**config.mk**
```make
export PLATFORM = sky130hd
export DESIGN_NAME = esb_mmio_page_handler
export DESIGN_NICKNAME = d
export VERILOG_FILES = /design/src/rtl/esb_pkg.sv /design/src/rtl/esb_addr_decode.sv /design/src/rtl/esb_pq_alu.sv /design/src/rtl/esb_state_array.sv /design/src/rtl/esb_mmio_page_handler.sv
export SDC_FILE = /design/constraint.sdc
export NUM_CORES = 1
export LEC_CHECK = 0
export ABC_CLOCK_PERIOD_IN_PS = 3200
export CAP_MARGIN = 25
export CORE_UTILIZATION = 45
export CTS_CLUSTER_DIAMETER = 30
export CTS_CLUSTER_SIZE = 16
export DETAILED_ROUTE_END_ITERATION = 8
export PLACE_DENSITY = 0.72
export SLEW_MARGIN = 5
export SYNTH_ARGS = -nofsm -noshare
export SYNTH_HDL_FRONTEND = slang
export SYNTH_SLANG_ARGS = --single-unit
```
**constraint.sdc**
```tcl
create_clock -name clk -period 3.2 [get_ports clk]
set_input_delay 0.8 -clock clk [delete_from_list [all_inputs] [get_ports clk]]
set_output_delay 0.8 -clock clk [all_outputs]
set_load 0.005 [all_outputs]
```
**src/rtl/esb_pkg.sv**
```systemverilog
package esb_pkg;

  typedef enum logic [2:0] {
    OP_NONE,
    OP_TRIG,
    OP_EOI_LD,
    OP_EOI_ST,
    OP_GET,
    OP_SET,
    OP_INJECT
  } esb_op_e;

  typedef struct packed {
    esb_op_e    op;
    logic       ok;
    logic       esc;
    logic [1:0] set_val;
  } esb_cmd_t;

  localparam logic [1:0] PQ_RESET = 2'b01;
  localparam logic [1:0] SIZE_8B  = 2'd3;

endpackage

```
**src/rtl/esb_addr_decode.sv**
```systemverilog
module esb_addr_decode
  import esb_pkg::*;
#(
  parameter int ADDR_W     = 20,
  parameter int PAGE_SHIFT = 12,
  parameter int NUM_QUEUES = 32,
  parameter int QSEL_W     = 5
) (
  input  logic                  req_valid_i,
  input  logic                  req_write_i,
  input  logic [ADDR_W-1:0]     req_addr_i,
  input  logic [1:0]            req_size_i,
  input  logic [NUM_QUEUES-1:0] q_valid_i,
  output esb_cmd_t              cmd_o,
  output logic [QSEL_W-1:0]     qsel_o
);
  localparam int QIDX_W = ADDR_W - PAGE_SHIFT - 1;

  logic [QIDX_W-1:0] idx_full;
  logic [11:0]       off;
  logic              in_range;
  logic              q_en;
  logic [QSEL_W-1:0] qsel;

  assign idx_full = req_addr_i[ADDR_W-1:PAGE_SHIFT+1];
  assign off      = req_addr_i[11:0];
  assign in_range = ({1'b0, idx_full} < (QIDX_W+1)'(NUM_QUEUES));
  assign qsel     = in_range ? idx_full[QSEL_W-1:0] : '0;
  assign q_en     = in_range && q_valid_i[qsel];
  assign qsel_o   = qsel;

  always_comb begin
    cmd_o.ok      = req_valid_i && (req_size_i == SIZE_8B) && q_en;
    cmd_o.esc     = req_addr_i[PAGE_SHIFT];
    cmd_o.set_val = off[9:8];
    cmd_o.op      = OP_NONE;
    if (cmd_o.ok) begin
      if (req_write_i) begin
        unique case (off[11:10])
          2'b00:   cmd_o.op = OP_TRIG;
          2'b01:   cmd_o.op = OP_EOI_ST;
          2'b10:   cmd_o.op = cmd_o.esc ? OP_NONE : OP_INJECT;
          default: cmd_o.op = OP_NONE;
        endcase
      end else begin
        if (!off[11])       cmd_o.op = OP_EOI_LD;
        else if (!off[10])  cmd_o.op = OP_GET;
        else                cmd_o.op = OP_SET;
      end
    end
  end

endmodule

```
**src/rtl/esb_pq_alu.sv**
```systemverilog
module esb_pq_alu
  import esb_pkg::*;
(
  input  esb_op_e    op_i,
  input  logic [1:0] set_val_i,
  input  logic [1:0] pq_old_i,
  output logic [1:0] pq_new_o,
  output logic       wr_en_o,
  output logic [1:0] ret_o,
  output logic       notify_o
);
  always_comb begin
    pq_new_o = pq_old_i;
    ret_o    = 2'b00;
    notify_o = 1'b0;
    unique case (op_i)
      OP_TRIG: begin
        unique case (pq_old_i)
          2'b00: begin
            pq_new_o = 2'b10;
            notify_o = 1'b1;
          end
          2'b10, 2'b11: pq_new_o = 2'b11;
          default:      pq_new_o = pq_old_i;
        endcase
      end
      OP_EOI_LD, OP_EOI_ST: begin
        pq_new_o = pq_old_i[0] ? 2'b10 : 2'b00;
        ret_o    = {1'b0, pq_old_i[0]};
        notify_o = (op_i == OP_EOI_ST) && pq_old_i[0];
      end
      OP_GET: ret_o = pq_old_i;
      OP_SET: begin
        pq_new_o = set_val_i;
        ret_o    = pq_old_i;
      end
      OP_INJECT: notify_o = 1'b1;
      default: begin
        pq_new_o = pq_old_i;
      end
    endcase
    wr_en_o = (op_i != OP_NONE) && (pq_new_o != pq_old_i);
  end

endmodule

```
**src/rtl/esb_state_array.sv**
```systemverilog
module esb_state_array
  import esb_pkg::*;
#(
  parameter int NUM_QUEUES = 32,
  parameter int QSEL_W     = 5
) (
  input  logic              clk,
  input  logic              rst_n,
  input  logic              wr_en_i,
  input  logic [QSEL_W-1:0] wr_q_i,
  input  logic              wr_esc_i,
  input  logic [1:0]        wr_pq_i,
  input  logic [QSEL_W-1:0] rd_q_i,
  input  logic              rd_esc_i,
  output logic [1:0]        rd_pq_o
);
  localparam int NFIELDS = NUM_QUEUES * 2;

  logic [2*NFIELDS-1:0] flat;

  for (genvar gq = 0; gq < NUM_QUEUES; gq++) begin : g_queue
    for (genvar gf = 0; gf < 2; gf++) begin : g_field
      logic       en;
      logic [1:0] pq_q;
      assign en = wr_en_i && (wr_q_i == QSEL_W'(gq)) && (wr_esc_i == gf[0]);
      always_ff @(posedge clk or negedge rst_n) begin
        if (!rst_n)  pq_q <= PQ_RESET;
        else if (en) pq_q <= wr_pq_i;
      end
      assign flat[(gq*2+gf)*2 +: 2] = pq_q;
    end
  end

  assign rd_pq_o = flat[(int'(rd_q_i)*2 + int'(rd_esc_i))*2 +: 2];

endmodule

```
**src/rtl/esb_mmio_page_handler.sv**
```systemverilog
module esb_mmio_page_handler
  import esb_pkg::*;
#(
  parameter int ADDR_W     = 20,
  parameter int DATA_W     = 64,
  parameter int PAGE_SHIFT = 12,
  parameter int NUM_QUEUES = 32,
  parameter int QSEL_W     = (NUM_QUEUES > 1) ? $clog2(NUM_QUEUES) : 1
) (
  input  logic                  clk,
  input  logic                  rst_n,
  input  logic                  req_valid_i,
  input  logic                  req_write_i,
  input  logic [ADDR_W-1:0]     req_addr_i,
  input  logic [1:0]            req_size_i,
  input  logic [NUM_QUEUES-1:0] q_valid_i,
  output logic                  rsp_valid_o,
  output logic [DATA_W-1:0]     rsp_data_o,
  output logic                  notify_o,
  output logic [QSEL_W-1:0]     notify_queue_o,
  output logic                  notify_esc_o
);
  if (PAGE_SHIFT != 12 && PAGE_SHIFT != 16) begin : g_bad_shift
    $error("PAGE_SHIFT must be 12 or 16");
  end

  esb_cmd_t          cmd;
  logic [QSEL_W-1:0] qsel;
  logic [1:0]        pq_old, pq_new, ret;
  logic              st_wr, alu_notify;

  esb_addr_decode #(
    .ADDR_W(ADDR_W), .PAGE_SHIFT(PAGE_SHIFT),
    .NUM_QUEUES(NUM_QUEUES), .QSEL_W(QSEL_W)
  ) u_decode (
    .req_valid_i(req_valid_i), .req_write_i(req_write_i),
    .req_addr_i(req_addr_i), .req_size_i(req_size_i),
    .q_valid_i(q_valid_i), .cmd_o(cmd), .qsel_o(qsel)
  );

  esb_state_array #(.NUM_QUEUES(NUM_QUEUES), .QSEL_W(QSEL_W)) u_state (
    .clk(clk), .rst_n(rst_n),
    .wr_en_i(st_wr), .wr_q_i(qsel), .wr_esc_i(cmd.esc), .wr_pq_i(pq_new),
    .rd_q_i(qsel), .rd_esc_i(cmd.esc), .rd_pq_o(pq_old)
  );

  esb_pq_alu u_alu (
    .op_i(cmd.op), .set_val_i(cmd.set_val), .pq_old_i(pq_old),
    .pq_new_o(pq_new), .wr_en_o(st_wr), .ret_o(ret), .notify_o(alu_notify)
  );

  // next-state of the response registers
  logic              rsp_valid_d, notify_d, notify_esc_d;
  logic [DATA_W-1:0] rsp_data_d;
  logic [QSEL_W-1:0] notify_queue_d;
  logic              out_en;

  always_comb begin
    rsp_valid_d    = req_valid_i && !req_write_i;
    rsp_data_d     = '0;
    if (rsp_valid_d) rsp_data_d = cmd.ok ? {{(DATA_W-2){1'b0}}, ret} : '1;
    notify_d       = cmd.ok && alu_notify;
    notify_queue_d = notify_d ? qsel : '0;
    notify_esc_d   = notify_d && cmd.esc;
    out_en         = req_valid_i || rsp_valid_o || notify_o;
  end

  always_ff @(posedge clk or negedge rst_n) begin
    if (!rst_n) begin
      rsp_valid_o    <= 1'b0;
      rsp_data_o     <= '0;
      notify_o       <= 1'b0;
      notify_queue_o <= '0;
      notify_esc_o   <= 1'b0;
    end else if (out_en) begin
      rsp_valid_o    <= rsp_valid_d;
      rsp_data_o     <= rsp_data_d;
      notify_o       <= notify_d;
      notify_queue_o <= notify_queue_d;
      notify_esc_o   <= notify_esc_d;
    end
  end

endmodule

```
=== After elaboration in Yosys (flattened, before gate mapping) ===
Cells that the tools add are included.

* Latch bits: 0
* Register bits: 200
* ROM bits: 0
* Memories kept: 0
* Output and inout port bits: 72
* Logic and storage cells: 249
* Bits in writable memories: 0

* Bitwise operators: 1
* Divide/modulo/power cells: 0
* Eq/ne operators: 43
* Reduce and logical (&&, ||, !) cells: 114
* Multiplexer cells: 18
* Magnitude comparators: 2
* Shift operators: 1
* Multiply operators: 0
* Add/sub/neg operators: 1

{| class="wikitable"
|+ Operators by type and width
! operator !! number
|-
| $mux 64 || 2
|-
| $shiftx 128x9->2 || 1
|-
| $logic_and 1x1->1 || 104
|-
| $eq 5x5->1 const B || 16
|-
| $eq 5x4->1 const B || 8
|-
| $eq 5x3->1 const B || 4
|-
| $mux 3 || 4
|-
| $eq 5x2->1 const B || 2
|-
| $mux 5 || 2
|-
| $eq 3x3->1 const B || 3
|-
| $pmux 3 s3 || 1
|-
| $eq 2x2->1 const B || 4
|-
| $pmux 2 s2 || 2
|-
| $add 6x1->7 || 1
|-
| $lt 7x6->1 const B || 1
|-
| $eq 3x2->1 const B || 2
|-
| $lt 5x6->1 const B || 1
|-
| $pmux 2 s3 || 1
|-
| $reduce_or 2->1 || 3
|-
| $bmux 1 s5 || 1
|-
| $eq 5x1->1 const B || 1
|-
| $logic_not 5->1 || 1
|-
| $logic_not 2->1 || 2
|-
| $eq 3x1->1 const B || 1
|-
| 9 further kinds || 12
|}

=== Depth between registers and ports, before layout ===
* Depth after elaboration: 14
* Depth in mapped cells: 15
* Depth with buffers taken out: 10

=== Modules after synthesis ===
A second synthesis with hierarchy kept.

* Cells, all modules: 661
* Area, all modules: 8000.2 µm²

{| class="wikitable"
|+ Modules (own cells, without submodules)
! module !! cells an instance !! area an instance (µm²) !! instances
|-
| esb_state_array || 468 || 6359.8 || 1
|-
| esb_mmio_page_handler || 94 || 910.9 || 1
|-
| esb_addr_decode || 66 || 520.5 || 1
|-
| esb_pq_alu || 33 || 209.0 || 1
|}

=== Least setup slack after synthesis ===
Ideal clock, no wire load.

* Path type: input to register
* From: in req_addr_i[12]
* To: reg u_state.g_queue[25].g_field[0].pq_q[1]
* Setup time: 0.125 ns
* Setup slack: -0.530 ns
* Arrival time: 3.605 ns
* Stages on the path: 12
* Cell sequence: clkbuf_1 mux2i_1 o22ai_1 o31ai_1 nand4_1 o22a_1 o31ai_1 a22oi_2 a2bb2oi_2 buf_6 or3_4 mux2_4

* Longest elaborated chain between the ends: 11

{| class="wikitable"
|+ Ends and longest elaborated chain
! what !! RTL line !! text
|-
| start, declared || esb_mmio_page_handler.sv:14 || <nowiki>input logic [ADDR_W-1:0] req_addr_i,</nowiki>
|-
| branches (longest 11 deep; another with $add 6x1->7) || -- ||
|-
| end signal, assigned || esb_state_array.sv:28 || <nowiki>else if (en) pq_q <= wr_pq_i;</nowiki>
|-
| end, declared || esb_state_array.sv:24 || <nowiki>logic [1:0] pq_q;</nowiki>
|}

Several ways; the timed one is not identified.
A chain may end at the register's enable or synchronous reset.

=== Worst setup path in the final report ===
* From: in req_addr_i[14]
* To: reg u_state.g_queue[6].g_field[1].pq_q[1]

* Longest elaborated chain between the ends: 14

{| class="wikitable"
|+ Ends and longest elaborated chain
! what !! RTL line
|-
| branches (longest 14 deep; another with $lt 7x6->1) || --
|-
| end signal, assigned || esb_state_array.sv:28
|-
| end, declared || esb_state_array.sv:24
|}

Several ways; the timed one is not identified. The select of a mux whose other input is x is not followed.

==> results.json <==
{
  "avgViaCountPerCell": 5.91,
  "cts_made_buffers": 17,
  "synth_flop_cell": "dfrtp_1",
  "total_power_w": 0.00445,
  "status": "finished with violations",
  "yosys.area_share.adder_pct": 0,
  "synth_area_leaders": "dfrtp_1 (23%), dfstp_2 (21%), mux2_2 (14%), mux2i_1 (8.1%), buf_4 (6.6%)",
  "intPower_w": 0.00337,
  "async_reset_ff_share_pct": 100,
  "cts_tree": "yes",
  "placedCellCount": 1053,
  "synthesis.nets": 755,
  "slew_violations": 0,
  "synth.cell_area_um2": 8060,
  "startpoint_type": "input port",
  "worst_slack_ns": -0.658,
  "violations": "setup timing",
  "yosysWarnings": 0,
  "hold_buffers": 0,
  "netlist_instances": 697,
  "p_seq_share_pct": 39.9,
  "max-slew-margin-rel_pct": 49.8,
  "drc": 0,
  "cp.required_ns": 3.51,
  "peakVddDrop_uv": 404,
  "synthMuxAreaShare_pct": 27.6,
  "rows": 48,
  "endpoint_kind": "flop",
  "grt_pass1_vias": 6891,
  "power.share.clock_pct": 45.0,
  "fmax_mhz": 259,
  "critPathKind": "input port to flop",
  "finalCriticalPeriod_ns": 3.86,
  "track_usage_pct": 27.9,
  "clkSlewWorstSetupHoldPaths_ns": 0.06,
  "antenna_cells": 0,
  "grt_overflow_total": 0,
  "hold_viol_final": 0,
  "yosys.area.top_type": "dfrtp_1",
  "finalWeightedCongestion": 0.887,
  "ant_nets": 0,
  "dr.pass1.iters": 4,
  "worst_slew_pin_slew_ns": 0.753,
  "finalNetCount": 969,
  "die-width_um": 136,
  "setup_viol_count_final": 128,
  "yosys.area_share.simple_pct": 10.5,
  "synth_edf_count": 0,
  "clk_latency_ns": 0.43,
  "synth_top_family_by_area": "multiplexers",
  "port-buffer-count": 121,
  "antenna_found_initial": 0,
  "crit_fanout": 7,
  "p_leak_nw": 5.71,
  "yosys_register_bits": 139,
  "drive_gt1_share_pct": 60.2,
  "htreeDepth": 4,
  "synth-xor-area-share_pct": 0,
  "cp.arrival_ns": 4.17,
  "synth.avg_cell_area_um2": 11.6,
  "switchingPower_w": 0.00108,
  "cts_root_buffer": "clkbuf_16",
  "rsz0062_at_grt": "true",
  "p_sw_share_pct": 24.2,
  "core_area_um2": 17400,
  "seq_area_frac_synth_pct": 44.1,
  "dieArea_um2": 18500,
  "wl_per_cell_um": 23.0,
  "initial_core_util_pct": 46.3,
  "cts_buffer_depth": 2,
  "fin_skew_ns": 0.0109,
  "layout.cells.non_filler": 1149,
  "fin_util_pct": 72.3,
  "postRouteWirelength_um": 26500,
  "top_level_ports": 130,
  "max_cap_viol_count": 0,
  "synthToLayoutAreaGrowth_pct": 56.2,
  "num_vias": 6787,
  "period_share_pct": 121,
  "dieHeight_um": 136,
  "grt_start_max_net_pins": 140,
  "cts.sinks": 139,
  "hp-class": "input port to async pin",
  "combPwrFrac_pct": 15.1,
  "p_per_area_nw_per_um2": 353,
  "hpwlAfterDp_um": 14800,
  "synth_compound_area_share_pct": 8.24,
  "ys_types": 61,
  "synth_top_area_share_pct": 23.3,
  "grt_pass1_wl_um": 38800,
  "drt_iter0_drc": 377
}
==> path summary, 6_finish.rpt <==
| check | startpoint | end | slack [ns] | cells past startpoint |
|---|---|---|---|---|
| worst max-delay path | req_addr_i[14] | u_state.g_queue[6].g_field[1].pq_q[1] | -0.66 | 17 |
| worst min-delay path | rst_n | u_state.g_queue[13].g_field[1].pq_q[1] | 0.49 | 2 |
| worst max register to register | u_state.g_queue[0].g_field[0].pq_q[0] | u_state.g_queue[6].g_field[1].pq_q[1] | -0.25 | 14 |
| worst min register to register | rsp_data_o[1] | rsp_data_o[1] | 0.49 | 2 |
| max in group asynchronous | rst_n | u_state.g_queue[23].g_field[0].pq_q[1] | 2.14 | 2 |
| min in group clk | rsp_data_o[1] | rsp_data_o[1] | 0.49 | 2 |
==> worst max-delay path, stage by stage <==
cell and delay [ns]:
buf_6 0.10, buf_6 0.13, or4b_4 0.27, buf_16 0.15, nor2_1 0.06, o31ai_1 0.31, nand4_1 0.27, o22a_4 0.29
buf_6 0.12, a2111o_1 0.32, a22oi_2 0.21, buf_4 0.16, buf_6 0.11, buf_12 0.10, a2bb2oi_4 0.26, or3_4 0.20
mux2_4 0.29
==> power groups by stage <==
stage | Combinational, W | Sequential (W) | Clock, W
detailed placement | 0.000561 | 0.00180 | 0
finish | 0.000671 | 0.00177 | 0.00200
global placement | 0.000553 | 0.00180 | 0
CTS | 0.000630 | 0.00177 | 0.00201
floorplan | 0.000282 | 0.00181 | 0
global route | 0.000712 | 0.00177 | 0.00209
==> logic make-up after synthesis <==
logic type,Yosys count
mux,201
compound gates,92
simple gates,147
flops,139
buf+inv,118
==> cell usage in the layout (no fill, tap or decap), types with 4 or more instances in the layout <==
cell / n
nand2b_1: 6
or3_4: 13
inv_1: 4
nor2_4: 8
o21ai_0: 7
o22ai_2: 11
nor3_2: 7
clkinvlp_4: 5
o22ai_1: 9
clkdlybuf4s50_1: 111
o31ai_2: 9
dfstp_2: 64
o31ai_1: 4
mux2i_2: 5
buf_4: 115
a2bb2oi_4: 4
buf_16: 4
nand2_1: 15
clkinv_2: 4
nand4_1: 5
clkbuf_16: 19
mux2_4: 62
mux2_2: 73
dfrtp_1: 75
mux2i_1: 60
nor2_1: 16
buf_6: 39
buf_8: 8
buf_12: 24
o31ai_4: 5
nor3_4: 45
a21oi_1: 14
a22o_1: 6
==> what timing repair did <==
item | CTS | global route
pin swaps | 46 | 45
gates cloned | 7 | 2
setup buffers | 33 | 28
setup endpoints to repair | 135 | 135
gates resized for setup | 142 | 84
==> per-layer routing <==
metal  GRT usage (%)  part of all wire (%)
met1            34.9                    41
met2            46.8                    49
met3            5.03                   6.2
met4            13.0                   4.3
met5               0                     0
==> synth_stat cells (all sizes together), types with 2 or more instances <==
library cell,instances
buf,93
o21ai,9
a2bb2oi,2
o22ai,21
nor3b,3
nand3,3
o31ai,18
or2,3
a22oi,3
nor3,55
nand2,17
or4b,3
dfrtp,75
and3,3
or3,14
clkbuf,21
a22o,6
dfstp,64
a21oi,17
a211o,2
inv,4
nand2b,7
mux2i,65
nand4,5
nor2b,3
mux2,135
nor2,26
o211ai,3
==> layout make-up <==
cell class | count | area, um2
flip-flops and latches | 139 | 3560
well taps | 225 | 282
repair buffers | 307 | 3220
clock inverters | 12 | 148
inverters | 4 | 15.0
multi-input cells | 442 | 4920
fillers | 1066 | 4830
clock buffers | 20 | 447
==> through the flow <==
step	TNS (ns)	hold slack (ns)	instance area, um2	setup WS [ns]
finish	-70.38	0.485	12600	-0.658
global route	-80.01	0.507	12600	-0.731
CTS	-55.66	0.490	12000	-0.533
detailed placement	-188.51	0.477	10400	-1.55
global placement	-181.12	0.460	10400	-1.48
floorplan	-36.90	0.463	8590	-0.368
==> flip-flops by register name (all words and copies together), names as in the netlist <==
signal / flops
notify_esc_o: 1
notify_o: 1
notify_queue_o: 5
rsp_data_o: 3
rsp_valid_o: 1
u_state.g_queue.g_field.pq_q: 128
No activity file was read; power rests on OpenSTA's default activity.
